$ cat config.mk
export PLATFORM = sky130hd
export DESIGN_NAME = gs_merge_arbiter
export DESIGN_NICKNAME = d
export VERILOG_FILES = /design/src/rtl/gsm_pkg.sv /design/src/rtl/gsm_tree.sv /design/src/rtl/gsm_admit.sv /design/src/rtl/gsm_queue.sv /design/src/rtl/gs_merge_arbiter.sv
export SDC_FILE = /design/constraint.sdc
export NUM_CORES = 1
export LEC_CHECK = 0
export ABC_CLOCK_PERIOD_IN_PS = 2800
export BUFFER_PORTS_ARGS = -buffer_cell sky130_fd_sc_hd__buf_4
export CAP_MARGIN = 10
export CORE_MARGIN = 1
export CORE_UTILIZATION = 51
export DETAILED_ROUTE_END_ITERATION = 8
export PLACE_DENSITY = 0.77
export SLEW_MARGIN = 20
export SYNTH_ARGS = -nofsm -noshare
export SYNTH_HDL_FRONTEND = slang
export SYNTH_HIERARCHICAL = 1
export SYNTH_SLANG_ARGS = --single-unit
$ cat constraint.sdc
create_clock -name clk -period 2.8 [get_ports clk]
set_input_delay 0.28 -clock clk [delete_from_list [all_inputs] [get_ports clk]]
set_output_delay 0.28 -clock clk [all_outputs]
set_load 0.1 [all_outputs]
$ cat src/rtl/gsm_pkg.sv
package gsm_pkg;

  localparam int GSM_MAX_CH = 64;

  // Bits strictly above idx set (lower rank channels).
  function automatic logic [GSM_MAX_CH-1:0] mask_above(input int idx);
    logic [GSM_MAX_CH-1:0] m;
    m = '0;
    for (int k = 0; k < GSM_MAX_CH; k++) begin
      if (k > idx) m[k] = 1'b1;
    end
    return m;
  endfunction

  // Bits strictly below idx set (higher rank channels).
  function automatic logic [GSM_MAX_CH-1:0] mask_below(input int idx);
    logic [GSM_MAX_CH-1:0] m;
    m = '0;
    for (int k = 0; k < GSM_MAX_CH; k++) begin
      if (k < idx) m[k] = 1'b1;
    end
    return m;
  endfunction

endpackage

$ cat src/rtl/gsm_tree.sv
module gsm_tree #(
  parameter int NUM_CH = 8,
  localparam int IW = (NUM_CH > 1) ? $clog2(NUM_CH) : 1
) (
  input  logic [NUM_CH-1:0] req,
  output logic              any,
  output logic [IW-1:0]     win_idx
);

  localparam int NODES = 2 * NUM_CH - 1;

  // Heap order: node 0 is the root, children of k are 2k+1 and 2k+2.
  logic          nv [NODES];
  logic [IW-1:0] ni [NODES];

  genvar c, k;
  generate
    for (c = 0; c < NUM_CH; c++) begin : g_leaf
      assign nv[NUM_CH-1+c] = req[c];
      assign ni[NUM_CH-1+c] = IW'(c);
    end
    for (k = 0; k < NUM_CH - 1; k++) begin : g_node
      // Left child covers the lower-numbered channels and wins ties.
      assign nv[k] = nv[2*k+1] | nv[2*k+2];
      assign ni[k] = nv[2*k+1] ? ni[2*k+1] : ni[2*k+2];
    end
  endgenerate

  assign any     = nv[0];
  assign win_idx = ni[0];

endmodule

$ cat src/rtl/gsm_admit.sv
module gsm_admit
  import gsm_pkg::*;
#(
  parameter int NUM_CH = 8,
  parameter int DATA_W = 16
) (
  input  logic                     clk,
  input  logic                     rst_n,
  input  logic [NUM_CH-1:0]        in_valid,
  input  logic [NUM_CH*DATA_W-1:0] in_data,
  input  logic [NUM_CH-1:0]        q_full,
  input  logic [NUM_CH-1:0]        sent_now,
  output logic [NUM_CH-1:0]        enter,
  output logic [NUM_CH*DATA_W-1:0] enter_data
);

  logic [NUM_CH-1:0] adm_full_q, adm_full_d;
  logic [NUM_CH-1:0] load;
  logic [NUM_CH-1:0] present;
  logic [DATA_W-1:0] adm_data_q [NUM_CH];
  logic [NUM_CH-1:0] wait_q     [NUM_CH];
  logic [NUM_CH-1:0] wait_d     [NUM_CH];

  assign present = adm_full_q | q_full;

  genvar g;
  generate
    for (g = 0; g < NUM_CH; g++) begin : g_ch
      assign load[g]  = in_valid[g] & ~adm_full_q[g];
      assign enter[g] = adm_full_q[g] & ~q_full[g] & ~(|wait_q[g]);
      assign enter_data[g*DATA_W +: DATA_W] = adm_data_q[g];
    end
  endgenerate

  // Next state: admission occupancy and wait lists.
  always_comb begin
    logic [GSM_MAX_CH-1:0] am;
    adm_full_d = adm_full_q;
    for (int i = 0; i < NUM_CH; i++) begin
      am = mask_above(i);
      if (load[i])       adm_full_d[i] = 1'b1;
      else if (enter[i]) adm_full_d[i] = 1'b0;
      if (enter[i]) wait_d[i] = present & am[NUM_CH-1:0] & ~sent_now;
      else          wait_d[i] = wait_q[i] & ~sent_now;
    end
  end

  always_ff @(posedge clk or negedge rst_n) begin
    if (!rst_n) begin
      adm_full_q <= '0;
      for (int i = 0; i < NUM_CH; i++) wait_q[i] <= '0;
    end else begin
      adm_full_q <= adm_full_d;
      for (int i = 0; i < NUM_CH; i++) wait_q[i] <= wait_d[i];
    end
  end

  always_ff @(posedge clk) begin
    for (int i = 0; i < NUM_CH; i++) begin
      if (load[i]) adm_data_q[i] <= in_data[i*DATA_W +: DATA_W];
    end
  end

  genvar ai, aj;
  generate
    for (ai = 0; ai < NUM_CH; ai++) begin : g_chk_i
      // an occupied slot that does not move keeps its flit
      a_r2_slot_hold: assert property (@(posedge clk) disable iff (!rst_n)
        adm_full_q[ai] && !enter[ai] |=> adm_full_q[ai] && $stable(adm_data_q[ai]));
      for (aj = 0; aj < NUM_CH; aj++) begin : g_chk_j
        // every channel named in a wait list still holds a flit
        a_r6_wait_pending: assert property (@(posedge clk) disable iff (!rst_n)
          wait_q[ai][aj] |-> (adm_full_q[aj] | q_full[aj]));
      end
    end
  endgenerate

endmodule

$ cat src/rtl/gsm_queue.sv
module gsm_queue
  import gsm_pkg::*;
#(
  parameter int NUM_CH = 8,
  parameter int DATA_W = 16
) (
  input  logic                     clk,
  input  logic                     rst_n,
  input  logic [NUM_CH-1:0]        enter,
  input  logic [NUM_CH*DATA_W-1:0] enter_data,
  output logic [NUM_CH-1:0]        q_full,
  output logic [NUM_CH-1:0]        grant,
  output logic                     link_valid,
  output logic [DATA_W-1:0]        link_data,
  output logic [NUM_CH-1:0]        sent
);

  localparam int IW = (NUM_CH > 1) ? $clog2(NUM_CH) : 1;

  logic [NUM_CH-1:0] q_full_q, q_full_d;
  logic [DATA_W-1:0] q_data_q [NUM_CH];
  logic              any;
  logic [IW-1:0]     win_idx;
  logic              lv_q;
  logic [DATA_W-1:0] ld_q;
  logic [NUM_CH-1:0] sent_q;

  gsm_tree #(.NUM_CH(NUM_CH)) u_tree (
    .req     (q_full_q),
    .any     (any),
    .win_idx (win_idx)
  );

  always_comb begin
    for (int i = 0; i < NUM_CH; i++) grant[i] = any & (win_idx == IW'(i));
    q_full_d = (q_full_q | enter) & ~grant;
  end

  always_ff @(posedge clk or negedge rst_n) begin
    if (!rst_n) begin
      q_full_q <= '0;
      lv_q     <= 1'b0;
      sent_q   <= '0;
    end else begin
      q_full_q <= q_full_d;
      lv_q     <= any;
      sent_q   <= grant;
    end
  end

  always_ff @(posedge clk) begin
    for (int i = 0; i < NUM_CH; i++) begin
      if (enter[i]) q_data_q[i] <= enter_data[i*DATA_W +: DATA_W];
    end
    if (any) ld_q <= q_data_q[win_idx];
  end

  assign q_full     = q_full_q;
  assign link_valid = lv_q;
  assign link_data  = ld_q;
  assign sent       = sent_q;

  // one channel per link beat
  a_r7_one_beat: assert property (@(posedge clk) disable iff (!rst_n)
    lv_q |-> $onehot(sent_q));
  a_r7_idle_quiet: assert property (@(posedge clk) disable iff (!rst_n)
    !lv_q |-> (sent_q == '0));
  // no idle link cycle while a priority slot is occupied
  a_r8_no_bubble: assert property (@(posedge clk) disable iff (!rst_n)
    (|q_full_q) |=> lv_q);

  genvar pi;
  generate
    for (pi = 0; pi < NUM_CH; pi++) begin : g_prio
      localparam logic [GSM_MAX_CH-1:0] BELOW = mask_below(pi);
      // the sent channel was queued and no higher-ranked one was
      a_r4_rank_order: assert property (@(posedge clk) disable iff (!rst_n)
        sent_q[pi] |-> $past(q_full_q[pi]) &&
                       (($past(q_full_q) & BELOW[NUM_CH-1:0]) == '0));
      // slot freed on the edge that sends it
      a_r8_slot_freed: assert property (@(posedge clk) disable iff (!rst_n)
        sent_q[pi] |-> !q_full_q[pi]);
    end
  endgenerate

endmodule

$ cat src/rtl/gs_merge_arbiter.sv
module gs_merge_arbiter #(
  parameter int NUM_CH = 8,
  parameter int DATA_W = 16
) (
  input  logic                     clk,
  input  logic                     rst_n,
  input  logic [NUM_CH-1:0]        in_valid,
  input  logic [NUM_CH*DATA_W-1:0] in_data,
  output logic                     link_valid,
  output logic [DATA_W-1:0]        link_data,
  output logic [NUM_CH-1:0]        sent
);

  logic rst_meta, rst_sync;
  logic [NUM_CH-1:0]        enter, q_full, grant;
  logic [NUM_CH*DATA_W-1:0] enter_data;

  // Asynchronous assert, synchronous release.
  always_ff @(posedge clk or negedge rst_n) begin
    if (!rst_n) begin
      rst_meta <= 1'b0;
      rst_sync <= 1'b0;
    end else begin
      rst_meta <= 1'b1;
      rst_sync <= rst_meta;
    end
  end

  gsm_admit #(.NUM_CH(NUM_CH), .DATA_W(DATA_W)) u_admit (
    .clk        (clk),
    .rst_n      (rst_sync),
    .in_valid   (in_valid),
    .in_data    (in_data),
    .q_full     (q_full),
    .sent_now   (grant),
    .enter      (enter),
    .enter_data (enter_data)
  );

  gsm_queue #(.NUM_CH(NUM_CH), .DATA_W(DATA_W)) u_queue (
    .clk        (clk),
    .rst_n      (rst_sync),
    .enter      (enter),
    .enter_data (enter_data),
    .q_full     (q_full),
    .grant      (grant),
    .link_valid (link_valid),
    .link_data  (link_data),
    .sent       (sent)
  );

endmodule

# Word level (Yosys, flattened, before mapping)
# Memories as Yosys holds them, arrays and structs flattened. A register that Yosys moved wholly into a read port is not among the register bits.
# Index checks and enable logic that the tools add are counted.
[totals]
reg_bits = 91
ram_bits = 256
inputBits = 138
output_inout_bits = 25
wordCells = 192
memories = 2
[op_classes]
eq_ne = 7
n_mux = 63
bitwise = 82
reduce_logical = 17
[mem_list]
columns = ["name", "words", "width", "read_ports", "rd_clocked_by_memory_dff", "write_ports", "line_no", "rtl"]
rows = [
  ["u_admit.adm_data_q", 8, 16, 8, 0, 8, "gsm_admit.sv:20", "logic [DATA_W-1:0] adm_data_q [NUM_CH];"],
  ["u_queue.q_data_q", 8, 16, 1, 1, 8, "gsm_queue.sv:21", "logic [DATA_W-1:0] q_data_q [NUM_CH];"],
]
[ops]
columns = ["cell", "n"]
rows = [
  ["$and 8x8->8", 16],
  ["$mux 8", 8],
  ["$reduce_or 8->1", 8],
  ["$mux 1", 52],
  ["$and 1x1->1", 32],
  ["$not 1->1", 24],
  ["$or 8x8->8", 2],
  ["$reduce_bool 2->1", 8],
  ["$eq 3x3->1 const B", 4],
  ["$mux 3", 3],
  ["$not 8->8", 1],
  ["$or 1x1->1", 7],
  ["$eq 3x2->1 const B", 2],
  ["$eq 3x1->1 const B", 1],
  ["$logic_not 3->1", 1],
]

# Depth between registers and ports, before layout
[logic_depth]
depth_word = 8
depth_mapped = 11
ltp_nobuf = 7

# Cells and area by module
# Netlist, hierarchy kept.
[modules_own_cells]
columns = ["mod", "n_inst", "cells_per_inst", "area_per_inst_um2", "seq_area_each_um2"]
rows = [
  ["gsm_admit", 1, 359, 6703.9, 5645.4],
  ["gsm_queue", 1, 277, 5943.2, 4749.6],
  ["gsm_tree", 1, 11, 62.6, 0.0],
  ["gs_merge_arbiter", 1, 3, 53.8, 50.0],
]

# Least setup slack after synthesis
# No wires, ideal clock.
[synth_path]
path_type = "reg-to-reg"
start = "register u_queue.q_full_q[3] (netlist: u_queue/q_full[3])"
end = "register u_admit/wait_q[63] (netlist name)"
setup_time_ns = 0.101
arrival_time_ns = 2.410
required_time_ns = 2.699
slack_ns = 0.289
path_stages_with_launch = 9
n_path_buf = 2
synth_period_minus_slack_ns = 2.511
cell_sequence = "dfrtp_1 > nor4_2 > nand3_1 > nand2_1 > nor2_1 > clkbuf_1 > or2_2 > clkbuf_1 > o32ai_1"
[synth_lines]
columns = ["item", "line_no", "rtl"]
rows = [
  ["start, declared", "gsm_queue.sv:20", "logic [NUM_CH-1:0] q_full_q, q_full_d;"],
  ["start signal, assigned", "gsm_queue.sv:45", "q_full_q <= q_full_d;"],
  ["end, declared", "gsm_admit.sv:21", "logic [NUM_CH-1:0] wait_q [NUM_CH];"],
]

==> results.yml <==
status:
  outcome: "complete, no violations"
timing:
  max_freq_ghz: 0.401
  holdWs_ns: 0.0118
  hold_viol: 0
  clock_skew_ns: 0.0227
  slew_violations: 0
  relSlewSlack: 0.367
  min_period_over_period: 0.891
  period_needed_ns: 2.49
  worst_pin_slew_ns: 0.945
  finalSetupViolCount: 0
  rsz0062_at_grt: "false"
  fin_tns_setup_ns: 0
clock_tree:
  cts_max_path_buffers: 3
  cts_setup_buffers: 0
  ctsRootBufferMaster: "clkbuf_16"
  cts.sinks: 363
  postCtsResizedCells: 0
  clk_pin_slew_ns: 0.06
  clk_latency_ns: 0.53
  htreeDepth: 2
  numCtsBuffers: 37
  cts_hold_buf: 132
  cts_tree: "built"
logic_synthesis:
  ys_seq_area_frac: 0.818
  synth_fp_nets: 788
  yosysTopAreaCellShare: 0.640
  synth_cell_types: 37
  synth.area.top_cells: "edfxtp_1 64%, dfrtp_1 18%, mux4_1 3.3%, nor2b_1 2.3%, mux2_2 2.0%"
  synthesis.area_um2: 12800
  ys_seq_elements: 363
  postSynthAreaPerCell_um2: 19.6
  yosysWarnings: 6
  syn-instance-count: 650
  yosys.area.top_type: "edfxtp_1"
drt:
  num_vias: 7377
  drt-wirelength-per-cell_um: 23.7
  drc_errors: 0
  dr.pass1.iters: 5
  viasPerCell: 5.48
  postRouteAntennaNets: 0
  first_iter_violations: 648
  drt_wl_total_mm: 31.8
worst_setup_path:
  r2r_end: "u_admit/wait_q[50]"
  path_class: "reg -> reg"
  reg2reg_slack_ns: 0.31
  crit_required_ns: 3.17
  rr_worst_depth: 8
  worst_ep_arrival_time_ns: 2.86
  crit_fanout: 38
  start_kind: "register"
  timing.rr.start: "u_queue/q_full[5]"
  critPathCaptureType: "register"
floorplan:
  core_area_um2: 24500
  rows: 57
  die-height_um: 160
  die_area_um2: 25700
  die_x_um: 160
  ios: 163
  initial_utilization: 0.522
global_route:
  grt.overflow.total: 0
  grt_pass1_wl_mm: 46.6
  antenna_found_initial: 1
  grt_pass1_vias: 7727
  grt_max_degree: 90
  grt_usage: 0.253
worst_hold_path:
  min_from: "in_valid[7]"
  min_to: "u_admit/adm_full_q[7]"
  whs_path_depth: 3
  hold_class: "in -> reg"
power_and_ir_drop:
  peakVddDrop_mv: 1.15
  p_per_area_nw_per_um2: 1070
  power.leakage_nw: 6.61
placed_design:
  gp_congestion: 0.831
  dp_hpwl_mm: 19.2
  port_buffers: 162
finish:
  area_growth_pct: 33.7
  antenna_cells: 0
  drive_gt1_frac: 0.290
  final_nets: 1133
  fillers: 1468
job:
  max_cap_violations: 0
-- logic make-up (layout without fill, tap and decap cells) --
kind of cell	count (synthesis)	in the layout	share of synthesized area
flip-flops	363	363	0.818
AND/OR/NAND/NOR	135	135	0.0594
AO/OA/AOI/OAI	58	58	0.0397
buffers and inverters	48	419	0.0184
multiplexers	45	45	0.0638
other	1	1	0.000294
-- critical path, stage by stage (launching register included) --
cell and delay (ns):
dfrtp_1 0.43, nor2_1 0.20, nor3_1 0.08, nor3_2 0.28, buf_12 0.29, nand2b_1 0.11, nor2_1 0.53, nand2b_1 0.29
o41ai_4 0.13
-- per-layer routing --
metal | vias to the layer above | track usage | wire [um]
li1 | 3211 | - | -
met4 | 2 | 0.0745 | 802
met5 | - | 0 | 13
met2 | 342 | 0.447 | 16700
met1 | 3769 | 0.309 | 11900
met3 | 53 | 0.0592 | 2370
-- registers in the layout (all words and copies together) (netlist names) --
name,count
u_queue/link_data,16
rst_meta,1
rst_sync,1
u_queue/sent,8
u_queue/q_full,8
u_admit/adm_data_q,128
u_admit/wait_q,64
u_admit/adm_full_q,8
u_queue/q_data_q,128
u_queue/link_valid,1
-- cell usage after synthesis, drive strengths merged --
cell type,n
a211oi,7
a21oi,2
buf,13
clkbuf,9
conb,1
dfrtp,91
edfxtp,272
inv,26
mux2,23
mux4,22
nand2,6
nand2b,10
nand3,7
nand3b,1
nor2,39
nor2b,46
nor3,5
nor4,9
nor4b,1
o21bai,3
o22a,6
o22ai,10
o31a,1
o32a,1
o32ai,23
o41ai,5
or2,3
or4,2
or4b,6
-- placed cells by master, fill, tap and decap left out, types with 10 or more instances in the layout --
master           n
edfxtp_1       272
buf_4          192
dlygate4sd3_1  134
dfrtp_1         90
nor2b_1         40
clkbuf_16       37
nor2_1          36
inv_1           26
mux2_2          23
o32ai_1         22
mux4_1          16
clkbuf_1        11
nand2b_1        10
o22ai_1         10
-- per-stage QoR --
stage	instance area, um2	power, mW	setup WS, ns	utilization	std cells
final	17100	18.2	0.306	0.697	1345
after global routing	17100	18.8	0.244	0.697	1345
after CTS	17000	18.1	0.312	0.695	1342
after detailed placement	14500	13.3	0.415	0.595	1145
after global placement	14500	13.1	0.501	0.595	1145
after floorplan	12800	11.5	0.0776	-	650
-- worst max-delay path by stage --
stage | startpoint | endpoint | slack (ns) | cells past startpoint
2_1_floorplan | rst_sync | u_admit/adm_full_q[0] | 0.08 | 0
4_1_cts | u_queue/q_full[5] | u_queue/link_data[0] | 0.31 | 6
3_5_place_dp | u_queue/q_full[5] | u_queue/link_data[4] | 0.41 | 6
5_1_grt | u_queue/q_full[5] | u_queue/link_data[7] | 0.24 | 6
3_3_place_gp | u_queue/q_full[5] | u_queue/link_data[3] | 0.50 | 6
6_report | u_queue/q_full[5] | u_admit/wait_q[50] | 0.31 | 8
-- final cells by class --
cell class / count / area, um2 / area share
Tap cell: 324 / 405 / 0.0238
Multi-Input combinational cell: 239 / 2130 / 0.125
Clock inverter: 13 / 123 / 0.00719
Clock buffer: 52 / 1020 / 0.0599
Inverter: 26 / 97.6 / 0.00572
Timing Repair Buffer: 328 / 2830 / 0.166
Sequential cell: 363 / 10400 / 0.612
-- report_power, final --
part	internal (mW)	switching, mW
logic	2.02	3.76
registers	7.18	0.519
clock network	2.74	1.96
total	11.9	6.24
Power figures use the tool's default switching activity.
